[src/rtl/status_pkg.sv]
package status_pkg;

    localparam int unsigned PAGE_W   = 3;
    localparam int unsigned STATUS_W = 8;
    localparam int unsigned N_ARITH  = 3;

    typedef enum logic [2:0] {
        OP_NONE  = 3'd0,
        OP_ADD   = 3'd1,
        OP_SUB   = 3'd2,
        OP_ROR   = 3'd3,
        OP_ROL   = 3'd4,
        OP_LOGIC = 3'd5,
        OP_RSV6  = 3'd6,
        OP_RSV7  = 3'd7
    } alu_op_e;

    // arithmetic flags, packed so that bit 2 = Z, bit 1 = DC, bit 0 = C
    typedef struct packed {
        logic z;
        logic dc;
        logic c;
    } arith_flags_t;

    // whole register image in its bit order
    typedef struct packed {
        logic [PAGE_W-1:0] page;
        logic              to;
        logic              pd;
        arith_flags_t      ar;
    } status_t;

    localparam status_t STATUS_RST = '{page: '0, to: 1'b1, pd: 1'b1,
                                       ar: '{z: 1'b0, dc: 1'b0, c: 1'b0}};

    // which arithmetic flags an operation class writes
    function automatic arith_flags_t op_update_mask(alu_op_e op);
        arith_flags_t m;
        m = '{z: 1'b0, dc: 1'b0, c: 1'b0};
        case (op)
            OP_ADD, OP_SUB: m = '{z: 1'b1, dc: 1'b1, c: 1'b1};
            OP_ROR, OP_ROL: m.c = 1'b1;
            OP_LOGIC:       m.z = 1'b1;
            default:        m = '{z: 1'b0, dc: 1'b0, c: 1'b0};
        endcase
        return m;
    endfunction

    function automatic logic uses_adder_cin(alu_op_e op);
        return (op == OP_ADD) || (op == OP_SUB);
    endfunction

endpackage

[src/rtl/status_flag_eval.sv]
module status_flag_eval
    import status_pkg::*;
(
    input  alu_op_e                 op,
    input  logic [STATUS_W-1:0]     result,
    input  logic                    cy7,
    input  logic                    cy3,
    input  logic                    src_lsb,
    input  logic                    src_msb,
    output arith_flags_t            upd,
    output arith_flags_t            val
);
    logic res_zero;

    assign res_zero = (result == '0);

    always_comb begin
        upd = op_update_mask(op);
        val = '{z: res_zero, dc: 1'b0, c: 1'b0};
        case (op)
            OP_ADD: begin
                val.c  = cy7;
                val.dc = cy3;
            end
            OP_SUB: begin
                // inverted-borrow convention
                val.c  = ~cy7;
                val.dc = ~cy3;
            end
            OP_ROR:  val.c = src_lsb;
            OP_ROL:  val.c = src_msb;
            default: val.c = 1'b0;
        endcase
    end

endmodule

[src/rtl/status_power_bits.sv]
module status_power_bits (
    input  logic clk,
    input  logic rst,
    input  logic wdt_clear,
    input  logic sleep_enter,
    input  logic wdt_expire,
    output logic to_q,
    output logic pd_q
);
    always_ff @(posedge clk) begin
        if (rst)                          to_q <= 1'b1;
        else if (wdt_expire)              to_q <= 1'b0;
        else if (wdt_clear || sleep_enter) to_q <= 1'b1;
    end

    always_ff @(posedge clk) begin
        if (rst)              pd_q <= 1'b1;
        else if (sleep_enter) pd_q <= 1'b0;
        else if (wdt_clear)   pd_q <= 1'b1;
    end

    assert_to_expire_R4: assert property (@(posedge clk) disable iff (rst)
        wdt_expire |=> !to_q);
    assert_to_set_R4: assert property (@(posedge clk) disable iff (rst)
        (!wdt_expire && (wdt_clear || sleep_enter)) |=> to_q);
    assert_pd_sleep_R5: assert property (@(posedge clk) disable iff (rst)
        sleep_enter |=> !pd_q);
    assert_pd_clear_R5: assert property (@(posedge clk) disable iff (rst)
        (wdt_clear && !sleep_enter) |=> pd_q);

endmodule

[src/rtl/status_arith_bits.sv]
module status_arith_bits
    import status_pkg::*;
(
    input  logic         clk,
    input  logic         rst,
    input  logic         wr_en,
    input  arith_flags_t wr_val,
    input  arith_flags_t upd,
    input  arith_flags_t val,
    output arith_flags_t q
);
    logic [N_ARITH-1:0] wr_v, upd_v, val_v, q_v;

    assign wr_v  = wr_val;
    assign upd_v = upd;
    assign val_v = val;
    assign q     = q_v;

    for (genvar i = 0; i < N_ARITH; i++) begin : g_bit
        always_ff @(posedge clk) begin
            if (rst)           q_v[i] <= 1'b0;
            else if (upd_v[i]) q_v[i] <= val_v[i];
            else if (wr_en)    q_v[i] <= wr_v[i];
        end

        assert_alu_over_write_R10: assert property (@(posedge clk) disable iff (rst)
            upd_v[i] |=> (q_v[i] == $past(val_v[i])));
        assert_write_untouched_R10: assert property (@(posedge clk) disable iff (rst)
            (wr_en && !upd_v[i]) |=> (q_v[i] == $past(wr_v[i])));
    end

endmodule

[src/rtl/status_flag_reg.sv]
module status_flag_reg
    import status_pkg::*;
(
    input  logic       clk,
    input  logic       rst,
    input  logic       wr_en,
    input  logic [7:0] wr_data,
    input  logic [2:0] alu_op,
    input  logic [7:0] alu_result,
    input  logic       alu_cy7,
    input  logic       alu_cy3,
    input  logic       alu_src_lsb,
    input  logic       alu_src_msb,
    input  logic       wdt_clear,
    input  logic       sleep_enter,
    input  logic       wdt_expire,
    input  logic       cin_opt_n,
    output logic [7:0] status,
    output logic       carry_in
);
    alu_op_e           op_cur;
    status_t           wr_view;
    status_t           st;
    arith_flags_t      upd, val, ar_q;
    logic [PAGE_W-1:0] page_q;
    logic              to_q, pd_q;

    assign op_cur  = alu_op_e'(alu_op);
    assign wr_view = status_t'(wr_data);

    status_flag_eval u_eval (
        .op      (op_cur),
        .result  (alu_result),
        .cy7     (alu_cy7),
        .cy3     (alu_cy3),
        .src_lsb (alu_src_lsb),
        .src_msb (alu_src_msb),
        .upd     (upd),
        .val     (val)
    );

    status_power_bits u_power (
        .clk         (clk),
        .rst         (rst),
        .wdt_clear   (wdt_clear),
        .sleep_enter (sleep_enter),
        .wdt_expire  (wdt_expire),
        .to_q        (to_q),
        .pd_q        (pd_q)
    );

    status_arith_bits u_arith (
        .clk    (clk),
        .rst    (rst),
        .wr_en  (wr_en),
        .wr_val (wr_view.ar),
        .upd    (upd),
        .val    (val),
        .q      (ar_q)
    );

    always_ff @(posedge clk) begin
        if (rst)        page_q <= STATUS_RST.page;
        else if (wr_en) page_q <= wr_view.page;
    end

    assign st       = '{page: page_q, to: to_q, pd: pd_q, ar: ar_q};
    assign status   = st;
    assign carry_in = (!cin_opt_n && uses_adder_cin(op_cur)) ? ar_q.c : 1'b0;

    assert_reset_value_R1: assert property (@(posedge clk)
        rst |=> (status == 8'h18));
    assert_write_loads_R2: assert property (@(posedge clk) disable iff (rst)
        (wr_en && op_cur == OP_NONE) |=>
        (status[7:5] == $past(wr_data[7:5]) && status[2:0] == $past(wr_data[2:0])));
    assert_ro_ignored_R3: assert property (@(posedge clk) disable iff (rst)
        (wr_en && (wr_data[4] != to_q || wr_data[3] != pd_q)
         && !wdt_clear && !sleep_enter && !wdt_expire) |=>
        ($stable(status[4]) && $stable(status[3])));
    assert_add_flags_R6: assert property (@(posedge clk) disable iff (rst)
        (op_cur == OP_ADD) |=>
        (status[0] == $past(alu_cy7) && status[1] == $past(alu_cy3)
         && status[2] == ($past(alu_result) == 8'h00)));
    assert_sub_flags_R7: assert property (@(posedge clk) disable iff (rst)
        (op_cur == OP_SUB) |=>
        (status[0] == !$past(alu_cy7) && status[1] == !$past(alu_cy3)
         && status[2] == ($past(alu_result) == 8'h00)));
    assert_ror_carry_R8: assert property (@(posedge clk) disable iff (rst)
        (op_cur == OP_ROR && !wr_en) |=>
        (status[0] == $past(alu_src_lsb) && $stable(status[2:1])));
    assert_rol_carry_R8: assert property (@(posedge clk) disable iff (rst)
        (op_cur == OP_ROL && !wr_en) |=>
        (status[0] == $past(alu_src_msb) && $stable(status[2:1])));
    assert_logic_z_R9: assert property (@(posedge clk) disable iff (rst)
        (op_cur == OP_LOGIC && !wr_en) |=>
        (status[2] == ($past(alu_result) == 8'h00) && $stable(status[1:0])));
    assert_cin_off_R11: assert property (@(posedge clk) disable iff (rst)
        cin_opt_n |-> !carry_in);
    assert_idle_ops_R12: assert property (@(posedge clk) disable iff (rst)
        ((op_cur == OP_NONE || op_cur == OP_RSV6 || op_cur == OP_RSV7) && !wr_en) |=>
        $stable(status[2:0]));

endmodule

[config.mk]
export PLATFORM = sky130hd
export DESIGN_NAME = status_flag_reg
export DESIGN_NICKNAME = d
export VERILOG_FILES = /design/src/rtl/status_pkg.sv /design/src/rtl/status_flag_eval.sv /design/src/rtl/status_power_bits.sv /design/src/rtl/status_arith_bits.sv /design/src/rtl/status_flag_reg.sv
export SDC_FILE = /design/constraint.sdc
export NUM_CORES = 1
export LEC_CHECK = 0
export CAP_MARGIN = 5
export CORE_MARGIN = 10
export CORE_UTILIZATION = 32
export CTS_BUF_LIST = sky130_fd_sc_hd__clkbuf_2 sky130_fd_sc_hd__clkbuf_4 sky130_fd_sc_hd__clkbuf_8
export CTS_CLUSTER_DIAMETER = 100
export DETAILED_ROUTE_END_ITERATION = 16
export PLACE_DENSITY = 0.88
export SYNTH_ARGS = -nofsm -noshare
export SYNTH_HDL_FRONTEND = slang
export SYNTH_SLANG_ARGS = --single-unit
[constraint.sdc]
create_clock -name clk -period 1.3 [get_ports clk]
set_input_delay 0.26 -clock clk [delete_from_list [all_inputs] [get_ports clk]]
set_output_delay 0.26 -clock clk [all_outputs]
set_load 0.05 [all_outputs]
# After elaboration in Yosys (flattened, before gate mapping)
# Cells that the tools add are included.
classes:
  eq_ne: 5
  muxes: 16
  bitwise_logic: 2
  reduce_logical: 13
op_table:
  columns: ["operator", "count"]
  rows:
  - ["$mux W1", 14]
  - ["$reduce_bool A2 Y1", 5]
  - ["$logic_not A8 Y1", 1]
  - ["$eq A3 B2 Y1 const B", 2]
  - ["$eq A3 B3 Y1 const B", 2]
  - ["$pmux W1 S4", 1]
  - ["$reduce_or A4 Y1", 1]
  - ["$eq A3 B1 Y1 const B", 1]
  - ["$reduce_or A3 Y1", 1]
  - ["$logic_or A1 B1 Y1", 2]
  - ["$not A1 Y1", 2]
  - ["$pmux W1 S2", 1]
  - ["$reduce_or A2 Y1", 1]
  - ["$logic_and A1 B1 Y1", 1]
  - ["$logic_not A1 Y1", 1]
word_totals:
  register_bits: 8
  in_bits: 30
  out_inout_bits: 9
  wordCells: 42

# Logic depth before layout (Yosys ltp)
depth:
  depth_word: 4
  ltp_mapped: 4
  depth_no_buf: 3

# Cells and area by module
# A second synthesis with hierarchy kept.
hier_totals:
  hier_cells: 52
  area_unflattened_um2: 460.4
by_module_without_submodules:
  columns: ["module", "n_inst", "cells_each", "area_each_um2", "seq_area_each_um2"]
  rows:
  - ["status_arith_bits", 1, 15, 142.6, 60.1]
  - ["status_flag_reg", 1, 13, 140.1, 60.1]
  - ["status_flag_eval", 1, 18, 113.9, 0.0]
  - ["status_power_bits", 1, 6, 63.8, 40.0]

# Worst setup path before layout
# OpenSTA, ideal clock, no wires.
synth_path:
  path_kind: "in2out"
  start: "input alu_op[0]"
  end: "output carry_in"
  t_arrival_ps: 1900
  required_ps: 1040
  setup_slack_ps: -860
  path_stages: 4
  path_buffers: 1
  cell_sequence: "buf_4 -> xnor2_1 -> or2_0 -> nor3b_1"
synth_via:
  elab_chain_len: 4
  elab_cells_between_ends: 5
  classes_between: "2 x eq/ne; 1 x mux; 2 x reduce/logical"
synth_lines:
  columns: ["item", "line", "text"]
  rows:
  - ["from (decl)", "status_flag_reg.sv:8", "input logic [2:0] alu_op,"]
  - ["$eq A3 B1 Y1 or $eq A3 B2 Y1 (tied branches)", "status_pkg.sv:50", "return (op == OP_ADD) || (op == OP_SUB);"]
  - ["$logic_or A1 B1 Y1 (*)", "status_pkg.sv:50", null]
  - ["$logic_and A1 B1 Y1 (*)", "status_flag_reg.sv:69", "assign carry_in = (!cin_opt_n && uses_adder_cin(op_cur)) ? ar_q.c : 1'b0;"]
  - ["$mux W1 (*)", "status_flag_reg.sv:69", null]
  - ["to (decl)", "status_flag_reg.sv:19", "output logic carry_in"]
# Mark *: on every way between the ends. The rest lies on a longest branch, timed or not.

# Final worst setup path
layout_path:
  start: "input alu_op[1]"
  end: "output carry_in"
# The elaborated chain is that of the path after synthesis.

==> results_dict.tcl <==
set metrics [dict create \
    status "finished with violations" \
    violations "negative setup slack" \
    hold_end "u_arith.q[1]" \
    power.switching_mw 0.2428 \
    final_nets 123 \
    p_leak_nw 0.4182 \
    wl_per_cell_um 15.72 \
    clock_latency_ns 0.27 \
    drive_above_1_share 0.2637 \
    regToRegSetupSlack_ns 0.32 \
    wl_um 1666 \
    fin_ws_ns -0.06811 \
    syn_area_um2 455.4 \
    pwr-share-clk 0.261 \
    final_cell_area_um2 972.2 \
    muxShareOfSynthArea 0.1099 \
    synth-compound-area-share 0.1538 \
    ios 39 \
    die_area_mm2 0.003332 \
    slew_viol_final 0 \
    fin_util 0.7379 \
    cts_buffers 3 \
    post-route-drc-count 0 \
    core_mm2 0.001318 \
    power_mw 0.7901 \
    ys_async_sr_fraction 0 \
    worstPathMaxFanout 2 \
    synth_top_cell_by_area "dfxtp_1" \
    rr_endpoint "u_arith.q[2]" \
    hpwlAfterDp_um 1456 \
    clock-sinks 8 \
    root_buffer "clkbuf_4" \
    synth_top_family_by_area "simple AND/OR/NAND/NOR gates" \
    fin_skew_ns 0 \
    synthFlopType "dfxtp_1" \
    synth_edf_count 0 \
    seq_area_frac_synth 0.3516 \
    ys_types 24 \
    power.density_mw_per_mm2 812.7 \
    die_y_um 57.73 \
    cts_tree "done" \
    grt_antenna_before_repair 0 \
    endpoint_kind "output pin" \
    grt_start_max_net_pins 10 \
    synth-simple-area-share 0.2555 \
    synth-xor-area-share 0.01923 \
    place_ws_ns -0.5256 \
    grt_use_total 0.1025 \
    cts_buffer_depth 2 \
    n_antenna_cell 0 \
    fp-row-count 13 \
    grt_pass1_wl_um 2677 \
    min_from "alu_op[0]" \
    via_per_inst 5.170 \
    synth_fp_nets 82 \
    final_antenna_net_count 0 \
    hold_class "primary input to flop" \
    vias 548 \
    sw_frac_of_total 0.3073 \
    synth_top_area_frac 0.3516 \
    final_common_cell "clkdlybuf4s50_1" \
    post_cts_buffers 0 \
    hold_depth 4 \
    ys.warnings.count 0 \
    worst-setup-path-type "primary input to output pin" \
    r2r-start "u_arith.q[2]" \
    hold_violations 0 \
    ys_ff_latch 8 \
    ir_drop_uv 648.5 \
    power.internal_mw 0.5473 \
    slew_headroom 0.8181 \
    fill_cells 108 \
    io_buffers 36 \
    fp.dieW_um 57.73 \
    period_needed_ns 1.368 \
    postSynthCellCount 52 \
    worstMarginPinSlew_ns 0.2705 \
    hold-worst-slack_ns 0.3931 \
    flow.area_growth_from_synthesis_pct 113.5 \
    place_area_um2 942.2 \
    firstDrtPassIters 4 \
    synth.area.top_cells "dfxtp_1 35%, mux2i_1 11%, buf_4 4.9%, nor3b_1 4.9%, o21ai_0 4.4%" \
    reg2reg_depth 3 \
    gp_congestion 0.7395 \
    clk_pin_slew_worst_paths_ns 0.06 \
    fmax_mhz 730.9 \
    ctsHoldBuffers 0 \
    grt_pass1_vias 612 \
    p_seq_frac 0.356 \
    grt-ovfl-total 0 \
    synth_adder_area_share 0 \
    required_ns 1.04 \
    maxCapViolCount 0 \
    start_kind "primary input" \
    rsz0062_at_grt "yes" \
    period_share 1.052 \
    layout_common_cells "22 x clkdlybuf4s50_1, 9 x buf_12, 7 x dfxtp_1" \
    start_util 0.3457 \
    htree_num_levels 1 \
    setup_viol 1 \
    crit_arrival_ns 1.11 \
    pwr-share-comb 0.383 \
    synth_area_per_cell_um2 8.758 \
    drt-initial-drc-count 8 \
]
-- how the worst max path moves through the flow --
| stage | endpoint | startpoint | slack (ns) |
|---|---|---|---|
| after detailed placement | carry_in | alu_op[0] | -0.53 |
| final | carry_in | alu_op[1] | -0.07 |
| after CTS | carry_in | alu_op[1] | -0.07 |
| after global routing | carry_in | alu_op[1] | -0.1 |
| after floorplan | carry_in | alu_op[0] | -0.23 |
| after global placement | carry_in | alu_op[0] | -0.51 |
-- registers in the layout, indices dropped and copies added, names as in the netlist --
signal	count
page_q	3
u_arith.q	3
u_power.pd_q	1
u_power.to_q	1
-- synth_stat cells (2+ instances only) --
cell type,number
dfxtp_1,8
nor3b_1,3
nor3_1,2
o21ai_0,4
buf_4,3
inv_1,3
nor2_1,5
mux2i_1,5
nor4_1,3
or3_1,2
-- timing repair --
action                                  4_1_cts  5_1_grt
pin swaps                                     3        0
resized for setup                            14        2
endpoints found under the setup margin        4        2
-- power by group through the flow --
stage	Clock [mW]	Sequential, mW	Combinational (mW)
finish	0.206	0.282	0.303
global route	0.230	0.283	0.319
CTS	0.209	0.281	0.306
detailed placement	0	0.286	0.304
global placement	0	0.286	0.297
floorplan	0	0.320	0.0925
-- critical path, cell delays in order --
cell and delay (ns):
buf_6 0.10, xnor2_2 0.13, or2_4 0.25, nor3b_4 0.21, buf_12 0.16
-- kinds of logic after synthesis --
group / count (synthesis)
muxes: 5
DFF: 8
buffers and inverters: 8
AOI/OAI and AO/OA: 10
and+or+nand+nor: 20
xor gates and xnor gates: 1
-- final cells by class --
type | instances | area (um^2) | area share
clock buffers | 3 | 22.52 | 0.02317
well taps | 15 | 18.77 | 0.01931
flip-flops and latches | 8 | 161.4 | 0.1660
inverters | 3 | 11.26 | 0.01158
repair buffers | 41 | 491.7 | 0.5058
multi-input cells | 36 | 266.5 | 0.2741
-- layer usage --
| layer | vias to the layer above | share of wire | GRT usage |
|---|---|---|---|
| li1 | 265 | - | - |
| met1 | 256 | 0.35 | 0.08537 |
| met2 | 23 | 0.55 | 0.1963 |
| met3 | 4 | 0.070 | 0.05229 |
| met4 | 0 | 0.022 | 0.04362 |
| met5 | - | 0 | 0 |
-- per-stage QoR --
step | setup TNS (ns) | cells
2_1_floorplan | -0.2348 | 52
3_3_place_gp | -1.588 | 103
3_5_place_dp | -1.806 | 103
4_1_cts | -0.07137 | 106
5_1_grt | -0.09967 | 106
6_report | -0.06811 | 106
No activity file was read; power rests on OpenSTA's default activity.
